### config.mk
export PLATFORM = sky130hd
export DESIGN_NAME = hfs_stage
export DESIGN_NICKNAME = d
export VERILOG_FILES = /design/src/rtl/hfs_pkg.sv /design/src/rtl/hfs_fifo.sv /design/src/rtl/hfs_engine.sv /design/src/rtl/hfs_stage.sv
export SDC_FILE = /design/constraint.sdc
export NUM_CORES = 1
export LEC_CHECK = 0
export BUFFER_PORTS_ARGS = -buffer_cell sky130_fd_sc_hd__buf_2
export CAP_MARGIN = 40
export CORE_ASPECT_RATIO = 0.8
export CORE_MARGIN = 5
export CORE_UTILIZATION = 45
export DETAILED_ROUTE_END_ITERATION = 10
export PLACE_DENSITY = 0.73
export SLEW_MARGIN = 20
export SYNTH_ARGS = -nofsm -noshare
export SYNTH_HDL_FRONTEND = slang
export SYNTH_SLANG_ARGS = --single-unit
### constraint.sdc
create_clock -name clk_i -period 6.5 [get_ports clk_i]
set_input_delay 1.3 -clock clk_i [delete_from_list [all_inputs] [get_ports clk_i]]
set_output_delay 1.3 -clock clk_i [all_outputs]
set_load 0.1 [all_outputs]
### src/rtl/hfs_pkg.sv
package hfs_pkg;
  typedef enum logic [1:0] {
    HREG_WINDOW = 2'd0,
    HREG_RXGO   = 2'd1,
    HREG_TXGO   = 2'd2,
    HREG_STAT   = 2'd3
  } hreg_e;

  typedef enum logic [1:0] {
    ST_IDLE  = 2'd0,
    ST_FETCH = 2'd1,
    ST_DRAIN = 2'd2
  } eng_state_e;
endpackage

### src/rtl/hfs_fifo.sv
module hfs_fifo #(
  parameter int DW    = 16,
  parameter int DEPTH = 8,
  localparam int PW   = $clog2(DEPTH),
  localparam int CW   = $clog2(DEPTH + 1)
) (
  input  logic          clk_i,
  input  logic          rst_ni,
  input  logic          flush_i,
  input  logic          push_i,
  input  logic [DW-1:0] push_data_i,
  input  logic          pop_i,
  output logic [DW-1:0] head_o,
  output logic [CW-1:0] count_o,
  output logic          full_o,
  output logic          empty_o
);
  logic [DW-1:0] slot_q [DEPTH];
  logic [PW-1:0] wr_q, rd_q;
  logic          do_push, do_pop;

  assign full_o  = (count_o == CW'(DEPTH));
  assign empty_o = (count_o == '0);
  assign do_push = push_i && !full_o && !flush_i;
  assign do_pop  = pop_i && !empty_o && !flush_i;
  assign head_o  = slot_q[rd_q];

  function automatic logic [PW-1:0] nxt(input logic [PW-1:0] p);
    return (p == PW'(DEPTH - 1)) ? '0 : p + 1'b1;
  endfunction

  for (genvar i = 0; i < DEPTH; i++) begin : g_slot
    always_ff @(posedge clk_i or negedge rst_ni) begin
      if (!rst_ni)                           slot_q[i] <= '0;
      else if (do_push && wr_q == PW'(i))    slot_q[i] <= push_data_i;
    end
  end

  always_ff @(posedge clk_i or negedge rst_ni) begin
    if (!rst_ni) begin
      wr_q <= '0; rd_q <= '0; count_o <= '0;
    end else if (flush_i) begin
      wr_q <= '0; rd_q <= '0; count_o <= '0;
    end else begin
      if (do_push) wr_q <= nxt(wr_q);
      if (do_pop)  rd_q <= nxt(rd_q);
      count_o <= count_o + CW'(do_push) - CW'(do_pop);
    end
  end

  p_count_bound_r6: assert property (@(posedge clk_i) disable iff (!rst_ni)
    full_o && push_i && !pop_i |=> full_o && count_o == CW'(DEPTH));
endmodule

### src/rtl/hfs_engine.sv
module hfs_engine #(
  parameter int AW    = 16,
  parameter int LW    = 8,
  parameter int DEPTH = 8,
  localparam int CW   = $clog2(DEPTH + 1)
) (
  input  logic          clk_i,
  input  logic          rst_ni,
  input  logic          rx_start_i,
  input  logic [AW-1:0] rx_addr_i,
  input  logic          tx_start_i,
  input  logic [AW-1:0] tx_addr_i,
  input  logic          rx_go_i,
  input  logic          tx_go_i,
  input  logic [CW-1:0] fifo_count_i,
  input  logic [LW-1:0] hdr_word_i,
  input  logic          mem_ack_i,
  output logic          mem_req_o,
  output logic          mem_we_o,
  output logic [AW-1:0] mem_addr_o,
  output logic          flush_o,
  output logic          push_o,
  output logic          pop_o,
  output logic          rx_mode_o,
  output logic          rx_busy_o,
  output logic          tx_busy_o
);
  import hfs_pkg::*;
  localparam logic [LW-1:0] HALF_L  = LW'(DEPTH / 2);
  localparam logic [LW-1:0] DEPTH_L = LW'(DEPTH);

  eng_state_e    state_q;
  logic [AW-1:0] addr_q;
  logic [LW-1:0] rem_q, burst_q;
  logic          hdr_pend_q, rx_mode_q;
  logic          idle, xfer;
  logic [LW-1:0] hdr_len, first_burst, free_w, refill;

  function automatic logic [LW-1:0] min2(input logic [LW-1:0] a, input logic [LW-1:0] b);
    return (a < b) ? a : b;
  endfunction

  always_comb begin
    idle        = (state_q == ST_IDLE);
    xfer        = mem_req_o && mem_ack_i;
    hdr_len     = (hdr_word_i == '0) ? LW'(1) : hdr_word_i;
    first_burst = min2(hdr_len - LW'(1), DEPTH_L - LW'(1));
    free_w      = DEPTH_L - LW'(fifo_count_i);
    refill      = min2(min2(HALF_L, rem_q), free_w);
  end

  assign mem_req_o  = !idle;
  assign mem_we_o   = (state_q == ST_DRAIN);
  assign mem_addr_o = addr_q;
  assign flush_o    = idle && (rx_start_i || tx_start_i);
  assign push_o     = (state_q == ST_FETCH) && xfer;
  assign pop_o      = (state_q == ST_DRAIN) && xfer;
  assign rx_mode_o  = rx_mode_q;
  assign rx_busy_o  = (state_q == ST_FETCH);
  assign tx_busy_o  = (state_q == ST_DRAIN);

  always_ff @(posedge clk_i or negedge rst_ni) begin
    if (!rst_ni) begin
      state_q <= ST_IDLE; addr_q <= '0; rem_q <= '0; burst_q <= '0;
      hdr_pend_q <= 1'b0; rx_mode_q <= 1'b0;
    end else begin
      case (state_q)
        ST_IDLE: begin
          if (rx_start_i) begin
            rx_mode_q <= 1'b1; addr_q <= rx_addr_i; hdr_pend_q <= 1'b1;
            rem_q <= '0; burst_q <= LW'(1); state_q <= ST_FETCH;
          end else if (tx_start_i) begin
            rx_mode_q <= 1'b0; addr_q <= tx_addr_i;
          end else if (rx_go_i && rx_mode_q && refill != '0) begin
            burst_q <= refill; state_q <= ST_FETCH;
          end else if (tx_go_i && !rx_mode_q && fifo_count_i != '0) begin
            state_q <= ST_DRAIN;
          end
        end
        ST_FETCH: if (xfer) begin
          addr_q <= addr_q + 1'b1;
          if (hdr_pend_q) begin
            hdr_pend_q <= 1'b0;
            rem_q      <= hdr_len - LW'(1);
            burst_q    <= first_burst;
            if (first_burst == '0) state_q <= ST_IDLE;
          end else begin
            rem_q   <= rem_q - LW'(1);
            burst_q <= burst_q - LW'(1);
            if (burst_q == LW'(1)) state_q <= ST_IDLE;
          end
        end
        ST_DRAIN: if (xfer) begin
          addr_q <= addr_q + 1'b1;
          if (fifo_count_i == CW'(1)) state_q <= ST_IDLE;
        end
        default: state_q <= ST_IDLE;
      endcase
    end
  end

  p_req_hold_r7: assert property (@(posedge clk_i) disable iff (!rst_ni)
    mem_req_o && !mem_ack_i |=> mem_req_o && $stable(mem_addr_o) && $stable(mem_we_o));
  p_no_overfetch_r5: assert property (@(posedge clk_i) disable iff (!rst_ni)
    mem_req_o && !mem_we_o && !hdr_pend_q |-> rem_q != '0);
  p_write_only_tx_r6: assert property (@(posedge clk_i) disable iff (!rst_ni)
    mem_req_o && mem_we_o |-> !rx_mode_q);
endmodule

### src/rtl/hfs_stage.sv
module hfs_stage #(
  parameter int DW    = 16,
  parameter int AW    = 16,
  parameter int LW    = 8,
  parameter int DEPTH = 8,
  localparam int CW   = $clog2(DEPTH + 1)
) (
  input  logic          clk_i,
  input  logic          rst_ni,
  input  logic          rx_start_i,
  input  logic [AW-1:0] rx_addr_i,
  input  logic          tx_start_i,
  input  logic [AW-1:0] tx_addr_i,
  input  logic          host_req_i,
  input  logic          host_we_i,
  input  logic [1:0]    host_addr_i,
  input  logic [DW-1:0] host_wdata_i,
  output logic [DW-1:0] host_rdata_o,
  output logic          pkt_ready_o,
  output logic          mem_req_o,
  output logic          mem_we_o,
  output logic [AW-1:0] mem_addr_o,
  output logic [DW-1:0] mem_wdata_o,
  input  logic [DW-1:0] mem_rdata_i,
  input  logic          mem_ack_i
);
  import hfs_pkg::*;

  logic          flush, eng_push, eng_pop, rx_mode, rx_busy, tx_busy;
  logic          full, empty, uflow_q;
  logic [CW-1:0] count;
  logic [DW-1:0] head;
  logic          win_rd, win_wr, host_pop, host_push, rx_go, tx_go, uflow_set, uflow_clr;
  hreg_e         reg_sel;

  always_comb begin
    reg_sel   = hreg_e'(host_addr_i);
    win_rd    = host_req_i && !host_we_i && reg_sel == HREG_WINDOW;
    win_wr    = host_req_i &&  host_we_i && reg_sel == HREG_WINDOW;
    host_pop  = win_rd && rx_mode && !empty;
    host_push = win_wr && !rx_mode;
    uflow_set = win_rd && rx_mode && empty;
    uflow_clr = host_req_i && host_we_i && reg_sel == HREG_STAT && host_wdata_i[1];
    rx_go     = host_req_i && host_we_i && reg_sel == HREG_RXGO;
    tx_go     = host_req_i && host_we_i && reg_sel == HREG_TXGO;
    case (reg_sel)
      HREG_WINDOW: host_rdata_o = (rx_mode && !empty) ? head : '0;
      HREG_RXGO:   host_rdata_o = DW'(!rx_busy);
      HREG_TXGO:   host_rdata_o = DW'(!tx_busy);
      default:     host_rdata_o = DW'({uflow_q, pkt_ready_o});
    endcase
  end

  assign pkt_ready_o = rx_mode && (count >= CW'(DEPTH / 2));
  assign mem_wdata_o = head;

  always_ff @(posedge clk_i or negedge rst_ni) begin
    if (!rst_ni)        uflow_q <= 1'b0;
    else if (uflow_set) uflow_q <= 1'b1;
    else if (uflow_clr) uflow_q <= 1'b0;
  end

  hfs_fifo #(.DW(DW), .DEPTH(DEPTH)) u_fifo (
    .clk_i, .rst_ni, .flush_i(flush),
    .push_i(eng_push || host_push),
    .push_data_i(rx_mode ? mem_rdata_i : host_wdata_i),
    .pop_i(eng_pop || host_pop),
    .head_o(head), .count_o(count), .full_o(full), .empty_o(empty)
  );

  hfs_engine #(.AW(AW), .LW(LW), .DEPTH(DEPTH)) u_engine (
    .clk_i, .rst_ni, .rx_start_i, .rx_addr_i, .tx_start_i, .tx_addr_i,
    .rx_go_i(rx_go), .tx_go_i(tx_go), .fifo_count_i(count),
    .hdr_word_i(mem_rdata_i[LW-1:0]), .mem_ack_i,
    .mem_req_o, .mem_we_o, .mem_addr_o,
    .flush_o(flush), .push_o(eng_push), .pop_o(eng_pop),
    .rx_mode_o(rx_mode), .rx_busy_o(rx_busy), .tx_busy_o(tx_busy)
  );

  p_no_overflow_r2: assert property (@(posedge clk_i) disable iff (!rst_ni)
    mem_req_o && mem_ack_i && !mem_we_o |-> !full);
  p_flag_rise_r3: assert property (@(posedge clk_i) disable iff (!rst_ni)
    $rose(pkt_ready_o) |-> $past(mem_req_o && mem_ack_i));
  p_uflow_sticky_r4: assert property (@(posedge clk_i) disable iff (!rst_ni)
    uflow_q && !uflow_clr |=> uflow_q);
  p_poll_no_pop_r8: assert property (@(posedge clk_i) disable iff (!rst_ni)
    host_req_i && !host_we_i && reg_sel != HREG_WINDOW && !mem_ack_i && !flush |=> $stable(count));
endmodule

==> flow_summary.toml <==
[run_status]
status = "finished clean"

[sta]
drv_slew = 0
final.period_utilization_pct = 69.0
slew_headroom_pct = 42.7
skew_ps = 11.9
tns_ps = 0
max_freq_ghz = 0.223
final_hold_viol_count = 0
fin_crit_ps = 4480
setup_viol = 0
rsz0062_at_grt = "false"
worst_pin_slew_ps = 836

[setup_path]
cp-end-kind = "output port"
startpoint = "u_fifo.rd_q[0]"
criticalPathCategory = "register to output port"
endpoint = "host_rdata_o[0]"
start_kind = "register"
reg2reg_depth = 11
critPathRequiredTime_ps = 5200
critical_path_arrival_ps = 3180
r2r_start = "u_fifo.count_o[1]"
rrSetupSlack_ps = 2950
cp_max_fo = 20
r2r_end = "u_engine.burst_q[1]"

[global_route]
grt_max_degree = 55
grt_pass1_wl_mm = 39.5
overflow = 0
grt_pass1_vias = 7682
busiest_layer = "met2"
antenna_found_initial = 1
grt.met2_usage_pct = 31.8
grtUsageMet1_pct = 27.1
grt_use_total_pct = 19.8
use_met3_pct = 4.09

[clock_tree]
clk_latency_ps = 430
numClockSinks = 175
cts_setup_buffers = 0
cts_resized = 0
ctsHoldBuffers = 0
cts_tree = "built"
cts_buffers = 17
cts_max_level = 4
cts_root_buf = "clkbuf_16"
cts.path.max_buffers = 2
clk_pin_slew_worst_paths_ps = 70

[synthesis]
syn_area_per_cell_um2 = 9.70
synth_edf_count = 0
yosysWarnings = 0
synth-seq-cells = 175
async_flop_share_pct = 100
synthesis.area_mm2 = 0.00958
synth_ff_type = "dfrtp_1"
synth-seq-area-share_pct = 45.7
yosysUniqueCellTypes = 66
syn_inst = 988

[drt]
drt-wirelength-per-cell_um = 17.3
vias = 7853
ant_nets = 0
drt_iter0_drc = 705
wirelength_mm = 23.8
firstDrtPassIters = 6
post-route-drc-count = 0
via_per_inst = 5.72

[placed_design]
place_congestion = 0.895
port-buffer-count = 123
placed_area_mm2 = 0.0105
dp_cells = 1340
dp_hpwl_mm = 16.7

[pwr]
intPower_mw = 2.75
p_switching_mw = 2.79
p_sw_share_pct = 50.3
leakagePower_nw = 5.06
power_mw = 5.54
clkPwrFrac_pct = 18.4
powerDensity_mw_per_mm2 = 500
ir_drop_mv = 0.460
power_frac_seq_pct = 29.9
comb_power_share_pct = 51.7

[final_layout]
post-route-util_pct = 53.2
syn_to_final_growth_pct = 15.6
final_cells = 1373
stdcell_area_mm2 = 0.0111
antenna_cells = 0
drive_gt1_share_pct = 23.0
mostFrequentLayoutCells = "dfrtp_1 (174), buf_2 (122), nor2_1 (109), a21oi_1 (109), o21ai_0 (101)"
nNetsFinal = 1200
final_common_cell = "dfrtp_1"

[min_path]
hold_class = "register to register"

[die]
coreArea_mm2 = 0.0208
rows = 47
start_util_pct = 46.0
die_area_mm2 = 0.0243
ios = 124
die_w_um = 173
fp.dieH_um = 141

[job]
drv_cap = 0
-- cells by family after synthesis --
family	share of synthesized area (%)
buffers and inverters	3.76
flip-flops	45.7
XOR/XNOR	0.823
other	0.0391
AND/OR/NAND/NOR	15.8
adder cells (fa/ha/maj)	4.78
AO/OA/AOI/OAI	15.1
multiplexers	14.0
-- worst max-delay path: stages, from the launching register on --
cell	delay, ps
dfrtp_2	680
buf_4	470
mux4_2	560
mux2_2	330
a222oi_1	330
nor2_1	80
buf_2	300
-- through the flow --
step,hold slack [ps],setup slack (ps)
2_1_floorplan,445,1490
3_3_place_gp,457,2300
3_5_place_dp,465,2210
4_1_cts,481,1970
5_1_grt,503,1810
6_report,476,2020
-- routing by layer --
metal / up-vias / share of wire [%]
met4: 0 / 2.2
met5: - / 0
met3: 35 / 5.7
met1: 3872 / 45
li1: 3727 / -
met2: 219 / 48
-- synthesized netlist by cell type, drive strengths merged (23+ instances only) --
master | n | area share, %
ha | 35 | 4.6
clkbuf | 41 | 1.6
inv | 29 | 1.1
a21oi | 109 | 5.7
mux2i | 25 | 2.6
mux2 | 33 | 3.9
nor2 | 110 | 4.3
nand3 | 23 | 1.2
dfrtp | 175 | 46
nand2 | 97 | 3.8
o21ai | 103 | 5.4
mux4 | 32 | 7.5
-- layout make-up --
type	instances	area, um^2
fillers	1881	9740
multi-input cells	726	4860
flip-flops and latches	175	4380
repair buffers	142	803
clock buffers	17	425
well taps	269	337
clock inverters	15	165
inverters	29	109
-- state kept, by name, summed over array words and instances, names as in the netlist --
signal,count
u_engine.rx_mode_o,1
u_fifo.count_o,4
u_engine.hdr_pend_q,1
uflow_q,1
u_engine.rem_q,8
u_engine.mem_addr_o,16
u_fifo.wr_q,3
u_fifo.slot_q,128
u_fifo.rd_q,3
u_engine.state_q,2
u_engine.burst_q,8
-- power by group through the flow --
stage | combinational, mW | sequential [mW] | clock [mW]
after floorplan | 1.96 | 1.95 | 0
after global placement | 2.78 | 1.65 | 0
after detailed placement | 2.84 | 1.67 | 0
after CTS | 2.86 | 1.65 | 1.04
after global routing | 3.09 | 1.70 | 1.10
final | 2.86 | 1.66 | 1.02
-- worst min path at each step --
stage / endpoint / from / slack (ps) / cells past startpoint
final: u_fifo.slot_q[2] / u_fifo.slot_q[2] / 480 / 2
after global routing: u_fifo.slot_q[44] / u_fifo.slot_q[44] / 500 / 2
after CTS: u_fifo.slot_q[3] / u_fifo.slot_q[3] / 480 / 2
after detailed placement: u_fifo.slot_q[3] / u_fifo.slot_q[3] / 470 / 2
after global placement: u_fifo.slot_q[29] / u_fifo.slot_q[29] / 460 / 2
after floorplan: u_fifo.slot_q[16] / u_fifo.slot_q[16] / 440 / 2
Note: power is estimated with default switching activity, not from simulation.
